### config.mk
export PLATFORM = sky130hd
export DESIGN_NAME = tw_bus_monitor
export DESIGN_NICKNAME = d
export VERILOG_FILES = /design/src/rtl/tw_mon_pkg.sv /design/src/rtl/tw_sync.sv /design/src/rtl/tw_cond_detect.sv /design/src/rtl/tw_frame_capture.sv /design/src/rtl/tw_bus_monitor.sv
export SDC_FILE = /design/constraint.sdc
export NUM_CORES = 1
export LEC_CHECK = 0
export ABC_AREA = 0
export BUFFER_PORTS_ARGS = -buffer_cell sky130_fd_sc_hd__buf_4
export CORE_AREA = 2 2 62 64
export DETAILED_ROUTE_END_ITERATION = 12
export DIE_AREA = 0 0 64 66
export SKIP_CTS_REPAIR_TIMING = 1
export SYNTH_ARGS = -nofsm -noshare
export SYNTH_HDL_FRONTEND = slang
export SYNTH_SLANG_ARGS = --single-unit
### constraint.sdc
create_clock -name clk -period 2 [get_ports clk]
set_clock_uncertainty 0.2 [all_clocks]
set_input_delay 0.1 -clock clk [delete_from_list [all_inputs] [get_ports clk]]
set_output_delay 0.1 -clock clk [all_outputs]
set_load 0.005 [all_outputs]
### src/rtl/tw_mon_pkg.sv
package tw_mon_pkg;
  typedef enum logic [1:0] {
    FR_IDLE = 2'd0,
    FR_ADDR = 2'd1,
    FR_DATA = 2'd2,
    FR_HALT = 2'd3
  } fr_state_e;
endpackage

### src/rtl/tw_sync.sv
module tw_sync #(
  parameter int   STAGES  = 2,
  parameter logic RST_VAL = 1'b1
) (
  input  logic clk,
  input  logic rst,
  input  logic d,
  output logic q
);
  logic [STAGES-1:0] chain;

  always_ff @(posedge clk) begin
    if (rst) chain <= {STAGES{RST_VAL}};
    else     chain <= {chain[STAGES-2:0], d};
  end

  assign q = chain[STAGES-1];
endmodule

### src/rtl/tw_cond_detect.sv
module tw_cond_detect (
  input  logic clk,
  input  logic rst,
  input  logic scl_s,
  input  logic sda_s,
  output logic start_det,
  output logic stop_det,
  output logic scl_rise
);
  logic scl_p, sda_p;

  always_ff @(posedge clk) begin
    if (rst) begin
      scl_p <= 1'b1;
      sda_p <= 1'b1;
    end else begin
      scl_p <= scl_s;
      sda_p <= sda_s;
    end
  end

  // Framing events need the clock line high on both samples
  assign start_det = scl_p & scl_s & sda_p & ~sda_s;
  assign stop_det  = scl_p & scl_s & ~sda_p & sda_s;
  assign scl_rise  = ~scl_p & scl_s;
endmodule

### src/rtl/tw_frame_capture.sv
module tw_frame_capture
  import tw_mon_pkg::*;
#(
  parameter int ADDR_W = 7
) (
  input  logic              clk,
  input  logic              rst,
  input  logic              start_det,
  input  logic              stop_det,
  input  logic              scl_rise,
  input  logic              sda_s,
  input  logic [ADDR_W-1:0] local_addr,
  output logic [ADDR_W-1:0] cap_addr,
  output logic              cap_rd,
  output logic              cap_ack,
  output logic              addr_hit
);
  localparam int CNT_W = $clog2(ADDR_W + 3);
  localparam logic [CNT_W-1:0] ACK_IDX = CNT_W'(ADDR_W + 1);

  fr_state_e         state;
  logic [CNT_W-1:0]  cnt;
  logic [ADDR_W:0]   shreg;

  always_ff @(posedge clk) begin
    if (rst) begin
      state    <= FR_IDLE;
      cnt      <= '0;
      shreg    <= '0;
      cap_addr <= '0;
      cap_rd   <= 1'b0;
      cap_ack  <= 1'b0;
      addr_hit <= 1'b0;
    end else begin
      addr_hit <= 1'b0;
      if (start_det) begin
        state <= FR_ADDR;
        cnt   <= '0;
      end else if (stop_det) begin
        state <= FR_IDLE;
        cnt   <= '0;
      end else if (scl_rise) begin
        case (state)
          FR_ADDR: begin
            if (cnt == ACK_IDX) begin
              cap_addr <= shreg[ADDR_W:1];
              cap_rd   <= shreg[0];
              cap_ack  <= ~sda_s;
              addr_hit <= (shreg[ADDR_W:1] == local_addr);
              cnt      <= '0;
              state    <= sda_s ? FR_HALT : FR_DATA;
            end else begin
              shreg <= {shreg[ADDR_W-1:0], sda_s};
              cnt   <= cnt + 1'b1;
            end
          end
          FR_DATA: begin
            if (cnt == ACK_IDX) begin
              cap_ack <= ~sda_s;
              cnt     <= '0;
            end else begin
              cnt <= cnt + 1'b1;
            end
          end
          default: ;
        endcase
      end
    end
  end
endmodule

### src/rtl/tw_bus_monitor.sv
module tw_bus_monitor #(
  parameter int ADDR_W      = 7,
  parameter int SYNC_STAGES = 2
) (
  input  logic              clk,
  input  logic              rst,
  input  logic              scl_in,
  input  logic              sda_in,
  input  logic              req,
  input  logic [ADDR_W-1:0] local_addr,
  output logic              busy,
  output logic              grant,
  output logic [ADDR_W-1:0] cap_addr,
  output logic              cap_rd,
  output logic              cap_ack,
  output logic              addr_hit
);
  localparam int NLINES = 2;

  logic [NLINES-1:0] raw_lines, sync_lines;
  logic scl_s, sda_s;
  logic start_det, stop_det, scl_rise;
  logic busy_d;

  assign raw_lines = {sda_in, scl_in};

  for (genvar i = 0; i < NLINES; i++) begin : g_sync
    tw_sync #(.STAGES(SYNC_STAGES), .RST_VAL(1'b1)) u_sync (
      .clk (clk),
      .rst (rst),
      .d   (raw_lines[i]),
      .q   (sync_lines[i])
    );
  end

  assign scl_s = sync_lines[0];
  assign sda_s = sync_lines[1];

  tw_cond_detect u_det (
    .clk       (clk),
    .rst       (rst),
    .scl_s     (scl_s),
    .sda_s     (sda_s),
    .start_det (start_det),
    .stop_det  (stop_det),
    .scl_rise  (scl_rise)
  );

  tw_frame_capture #(.ADDR_W(ADDR_W)) u_cap (
    .clk        (clk),
    .rst        (rst),
    .start_det  (start_det),
    .stop_det   (stop_det),
    .scl_rise   (scl_rise),
    .sda_s      (sda_s),
    .local_addr (local_addr),
    .cap_addr   (cap_addr),
    .cap_rd     (cap_rd),
    .cap_ack    (cap_ack),
    .addr_hit   (addr_hit)
  );

  always_comb begin
    busy_d = busy;
    if (start_det)     busy_d = 1'b1;
    else if (stop_det) busy_d = 1'b0;
  end

  always_ff @(posedge clk) begin
    if (rst) begin
      busy  <= 1'b0;
      grant <= 1'b0;
    end else begin
      busy  <= busy_d;
      grant <= req & ~busy_d;
    end
  end
endmodule

* After elaboration in Yosys (flattened, before gate mapping) *
Cells that the tools add are included.

word-level totals
  bits of input ports = 12
  logic and storage cells = 56
  register bits = 32
  output and inout bits = 12

operators by class
  reduce and logical (&&, ||, !) cells = 12
  equality and inequality tests = 4
  $add $sub $neg = 1
  mux-type cells = 9
  bitwise operators = 16

operators with widths
  cell                                           count
  AND reduction 5 bit                            3
  inverter 1 bit                                 9
  nonzero test 3 bit                             3
  2-to-1 mux 1 bit                               8
  bitwise AND 1 bit                              7
  == test 7 bit                                  1
  AND reduction 3 bit                            2
  OR reduction 6 bit                             1
  adder 4 x 1 -> 4 bit, second input constant    1
  == test 4 bit, second input constant           1
  2-to-1 mux 4 bit                               1
  OR reduction 3 bit                             1
  == test 2 x 1 -> 1 bit, second input constant  1
  == test 2 bit, second input constant           1
  AND reduction 2 bit                            1
  OR reduction 2 bit                             1

* Logic depth before layout (Yosys ltp) *
  word-level depth = 7
  mapped depth = 7
  gate-level depth less buffers = 5

* Hierarchy *
A second synthesis with hierarchy kept.

second synthesis, totals
  cells, all modules = 146
  area, all modules = 1417.6 µm²

by module, submodules not included
  module            area each (µm²)  instances  cells each  sequential area each (µm²)
  tw_frame_capture  1161.1           1          125         480.5
  tw_sync           52.6             2          4           40.0
  tw_cond_detect    78.8             1          7           40.0
  tw_bus_monitor    72.6             1          6           40.0

* Worst setup path after synthesis *
No wires, ideal clock.

  kind = register to register
  start point = register u_cap.cnt[0]
  end point = register u_cap.shreg[1]
  data required time = 1.668 ns
  slack = 0.373 ns
  setup time = 0.132 ns
  cell stages (with the launch flop) = 8
  data arrival time = 1.295 ns
  buffers on the path = 2
  clock period less this slack = 1.627 ns
  cells stage by stage = dfxtp_1 > inv_1 > ha_1 > and3b_1 > buf_2 > buf_2 > o21ai_0 > a21oi_1

between the ends
  longest elaborated chain between the ends = 3

RTL lines
  item                                  RTL line                text
  from (decl)                           tw_frame_capture.sv:22  logic [CNT_W-1:0] cnt;
  from (signal assigned)                tw_frame_capture.sv:54  cnt <= cnt + 1'b1;
  from (signal assigned)                tw_frame_capture.sv:62  cnt <= cnt + 1'b1;
  == test 4 bit                         tw_frame_capture.sv:45  if (cnt == ACK_IDX) begin
  inverter 1 bit (no source line)       n/a
  AND reduction 5 bit (no source line)  n/a
  to (signal assigned)                  tw_frame_capture.sv:53  shreg <= {shreg[ADDR_W-1:0], sda_s};
  to (decl)                             tw_frame_capture.sv:23  logic [ADDR_W:0] shreg;

No other way between the ends.
A chain may end at the register's enable or synchronous reset.

* Final worst setup path *
  start point = register u_det.scl_p
  end point = register grant

between the ends
  longest elaborated chain between the ends = 7
  elaborated cells on any way between the ends = 9
  those cells by class = 2 x mux; 7 x bitwise

RTL lines
  item                             RTL line                                    text
  from (decl)                      tw_cond_detect.sv:10                        logic scl_p, sda_p;
  from (signal assigned)           tw_cond_detect.sv:17                        scl_p <= scl_s;
  bitwise AND 1 bit (*)            tw_cond_detect.sv:23, tw_cond_detect.sv:24
  bitwise AND 1 bit (2 in series)  tw_cond_detect.sv:24                        assign stop_det = scl_p & scl_s & ~sda_p & sda_s;
  2-to-1 mux 1 bit                 tw_bus_monitor.sv:66                        else if (stop_det) busy_d = 1'b0;
  2-to-1 mux 1 bit (*)             tw_bus_monitor.sv:65                        if (start_det) busy_d = 1'b1;
  inverter 1 bit (*)               tw_bus_monitor.sv:75                        grant <= req & ~busy_d;
  bitwise AND 1 bit (*)            tw_bus_monitor.sv:75
  to (signal assigned)             tw_bus_monitor.sv:75
  to (decl)                        tw_bus_monitor.sv:12                        output logic grant,

Every way passes the cells marked *; elsewhere a longest branch is shown, timed or not.

==> run_results.csv <==
group,metric,value,unit
status,status,"complete, no violations",
pwr,ir_drop,0.0003536,V
cts,cts.sinks,32,
global_routing,grt_pass1_wl,4878,um
detailed_routing,drt-total-wl,2863,um
floorplan,core-area,0.003551,mm2
floorplan,die_area,0.004224,mm2
pwr,switching_share,23.20,%
layout,fin_area,0.001720,mm2
synth,ys_types,31,
cts,clockBufferDepth,2,
sta,worst_slack,0.2155,ns
sta,rsz0062_at_grt,"no",
sta,slew_violations,0,
synth,synth_cells,149,
critical_path,path_cells,"nand3b_1, nand2_1, nor4bb_1, dlygate4sd3_1",
synth,ys.warnings.count,0,
detailed_routing,drc,0,
layout,diodes,0,
layout,area_growth,27.08,%
place,placed_area,0.001569,mm2
pwr,pwr-share-comb,6.6,%
pwr,power_density,649.8,mW/mm2
hold_path,holdPathStages,1,
cts,path_clk_slew,0.10,ns
pwr,clkPwrFrac,34.9,%
sta,clock.fmax,560.4,MHz
sta,setup_viol,0,
critical_path,critPathLaunchType,"flop",
cts,numCtsBuffers,5,
sta,period_share,89.22,%
critical_path,cp.arrival,1.87,ns
critical_path,cp_top_family,"buffers and inverters",
critical_path,required,2.08,ns
detailed_routing,drt-pass1-iter-count,4,
hold_path,holdPathEnd,"g_sync[0].u_sync.chain[1]$_SDFF_PP1_",
detailed_routing,routed-via-count,1204,
critical_path,slowest_delay,0.56,ns
layout,fin_util,48.45,%
critical_path,reg2reg_slack,0.22,ns
floorplan,fp.dieW,64,um
floorplan,start_util,38.13,%
synth,synth-seq-cells,32,
sta,worst_pin_slew,0.3839,ns
place,place.port_buffers,23,
place,hpwl,1873,um
global_routing,grt_usage,15.02,%
place,pre_cts_slack,0.2878,ns
pwr,leakage,0.6318,nW
layout,fin_nets,196,
sta,period_needed,1.784,ns
critical_path,path_buf_inv,1,
critical_path,timing.rr.start,"u_det.scl_p$_SDFF_PP1_",
cts,h-tree-depth,2,
cts,clkLatencyLatePin,0.33,ns
cts,root_buffer,"clkbuf_4",
floorplan,die_h,66,um
cts,tritoncts,"built",
detailed_routing,drt-initial-drc-count,47,
critical_path,slowest_stage,"dlygate4sd3_1",
global_routing,overflow,0,
synth,netlist_area,0.001354,mm2
global_routing,grt_pass1_vias,1100,
pwr,pwr-share-seq,58.4,%
critical_path,worstSetupPathType,"reg -> reg",
hold_path,min_path_type,"reg -> reg",
floorplan,row_count,22,
critical_path,crit_cells,4,
floorplan,io_pins,24,
pwr,power.switching,0.2593,mW
layout,drive_above_1_share,24.18,%
synth,synth_nets,164,
critical_path,r2r-end,"grant$_SDFF_PP0_",
global_routing,grt_max_degree,30,
detailed_routing,antenna_left,0,
sta,maxSlewHeadroom,74.38,%
sta,finalSetupTns,0,ns
pwr,p_total,1.118,mW
pwr,p_int,0.8585,mW
detailed_routing,routed_via_density,5.235,
detailed_routing,wire_per_inst,12.45,um
critical_path,reg2reg_depth,4,
critical_path,crit_fanout,7,
synth,yosysSeqAreaShare,47.32,%
hold_path,min_from,"g_sync[0].u_sync.chain[0]$_SDFF_PP1_",
synth,postSynthAreaPerCell,9.086,um2
place,gp_congestion,0.7744,
critical_path,crit_path_end_kind,"flop",
flow_run,maxCapViolCount,0,
global_routing,antenna_found_initial,0,
sta,finalHoldViolCount,0,
-- layout make-up --
type | instances | area (um2)
Sequential cell | 32 | 640.6
Tap cell | 48 | 60.06
Multi-Input combinational cell | 103 | 654.4
Clock buffer | 6 | 51.30
Fill cell | 335 | 1831
Clock inverter | 2 | 10.01
Timing Repair Buffer | 36 | 292.8
Inverter | 3 | 11.26
-- cells in the mapped netlist --
cell | number | area share [%]
nor2_1 | 2 | 0.55
inv_1 | 3 | 0.83
nand3_1 | 20 | 7.4
mux2i_1 | 1 | 0.74
xnor2_1 | 7 | 4.5
nand2b_1 | 1 | 0.46
nor4bb_1 | 1 | 0.74
or2_2 | 6 | 2.8
nor3b_1 | 1 | 0.55
o21ai_0 | 17 | 6.3
nand4b_1 | 1 | 0.65
ha_1 | 3 | 2.8
o211ai_1 | 1 | 0.55
nor3b_4 | 1 | 1.4
and3b_1 | 3 | 1.9
a31o_2 | 1 | 0.65
buf_2 | 5 | 1.8
nor4_1 | 1 | 0.46
clkbuf_1 | 6 | 1.7
a311oi_1 | 2 | 1.3
dfxtp_1 | 32 | 47
a2bb2oi_1 | 1 | 0.65
xor2_1 | 1 | 0.65
nand2_1 | 3 | 0.83
a21bo_2 | 1 | 0.74
nand3b_1 | 4 | 2.2
a41oi_1 | 1 | 0.65
a211oi_1 | 1 | 0.55
a21oi_1 | 20 | 7.4
nand4_1 | 1 | 0.46
a31oi_1 | 1 | 0.46
-- worst register-to-register path, delay by kind of cell, from the launching register on --
family / cells / cell delay, ns
buffers and inverters: 1 / 0.56
AND/OR/NAND/NOR: 3 / 0.48
flip-flops: 1 / 0.50
-- power groups by stage --
stage               Sequential [mW]  Combinational (mW)  Clock [mW]
finish                        0.653              0.0742       0.390
global route                  0.655              0.0820       0.435
CTS                           0.653              0.0620       0.402
detailed placement            0.668              0.0615           0
global placement              0.668              0.0603           0
floorplan                     0.665              0.0373           0
-- per-layer routing --
metal  track usage (%)  up-vias  part of all wire, %
met5                 0        -                    0
met4             6.522        0                  1.5
met3             4.600        5                  3.1
met1             18.25      580                   46
met2             24.48       20                   49
li1                  -      599                    -
-- metrics by stage --
| step | cells | hold slack (ns) |
|---|---|---|
| 2_1_floorplan | 149 | 0.003811 |
| 5_1_grt | 230 | 0.2376 |
| 3_3_place_gp | 213 | 0.08426 |
| 4_1_cts | 221 | -0.2609 |
| 6_report | 230 | 0.2104 |
| 3_5_place_dp | 213 | 0.08934 |
-- cell families (layout without fill, tap and decap cells) --
logic type / Yosys count / after routing / synth area share, %
adder cells (fa/ha/maj): 3 / 3 / 2.773
XOR/XNOR: 8 / 8 / 5.176
AO/OA/AOI/OAI: 46 / 46 / 19.23
buffers and inverters: 14 / 47 / 4.343
multiplexers: 1 / 1 / 0.7394
flip-flops: 32 / 32 / 47.32
AND/OR/NAND/NOR: 45 / 45 / 20.43
-- state kept, by name, indices dropped and copies added (netlist names) --
| signal | cells |
|---|---|
| u_cap.cap_ack | 1 |
| u_cap.state | 2 |
| u_cap.cap_rd | 1 |
| u_cap.cap_addr | 7 |
| u_det.sda_p | 1 |
| u_cap.addr_hit | 1 |
| busy | 1 |
| g_sync.u_sync.chain | 4 |
| u_det.scl_p | 1 |
| u_cap.shreg | 8 |
| grant | 1 |
| u_cap.cnt | 4 |
-- worst max-delay path by stage --
stage                                            from                     endpoint
after floorplan             u_cap.cnt[0]$_SDFFE_PP0P_  u_cap.shreg[1]$_SDFFE_PP0P_
after global placement    u_cap.state[1]$_SDFFE_PP0P_    u_cap.cnt[3]$_SDFFE_PP0P_
after CTS                 u_cap.state[1]$_SDFFE_PP0P_    u_cap.cnt[3]$_SDFFE_PP0P_
after detailed placement  u_cap.state[1]$_SDFFE_PP0P_    u_cap.cnt[3]$_SDFFE_PP0P_
final                          u_det.scl_p$_SDFF_PP1_             grant$_SDFF_PP0_
after global routing           u_det.scl_p$_SDFF_PP1_             grant$_SDFF_PP0_
-- layout by cell type, fill, tap and decap left out, types with 2 or more instances in the layout --
| cell type | Yosys | final |
|---|---|---|
| nor2_1 | 2 | 2 |
| buf_4 | 0 | 27 |
| ha_1 | 3 | 3 |
| inv_1 | 3 | 3 |
| dlygate4sd3_1 | 0 | 9 |
| nand3_1 | 20 | 20 |
| a311oi_1 | 2 | 2 |
| o21ai_0 | 17 | 17 |
| xnor2_1 | 7 | 7 |
| nand2_1 | 3 | 3 |
| a21oi_1 | 20 | 20 |
| nand3b_1 | 4 | 4 |
| or2_2 | 6 | 6 |
| and3b_1 | 3 | 3 |
| dfxtp_1 | 32 | 32 |
| clkinv_2 | 0 | 2 |
| clkbuf_4 | 0 | 5 |
No activity file was read; power rests on OpenSTA's default activity.
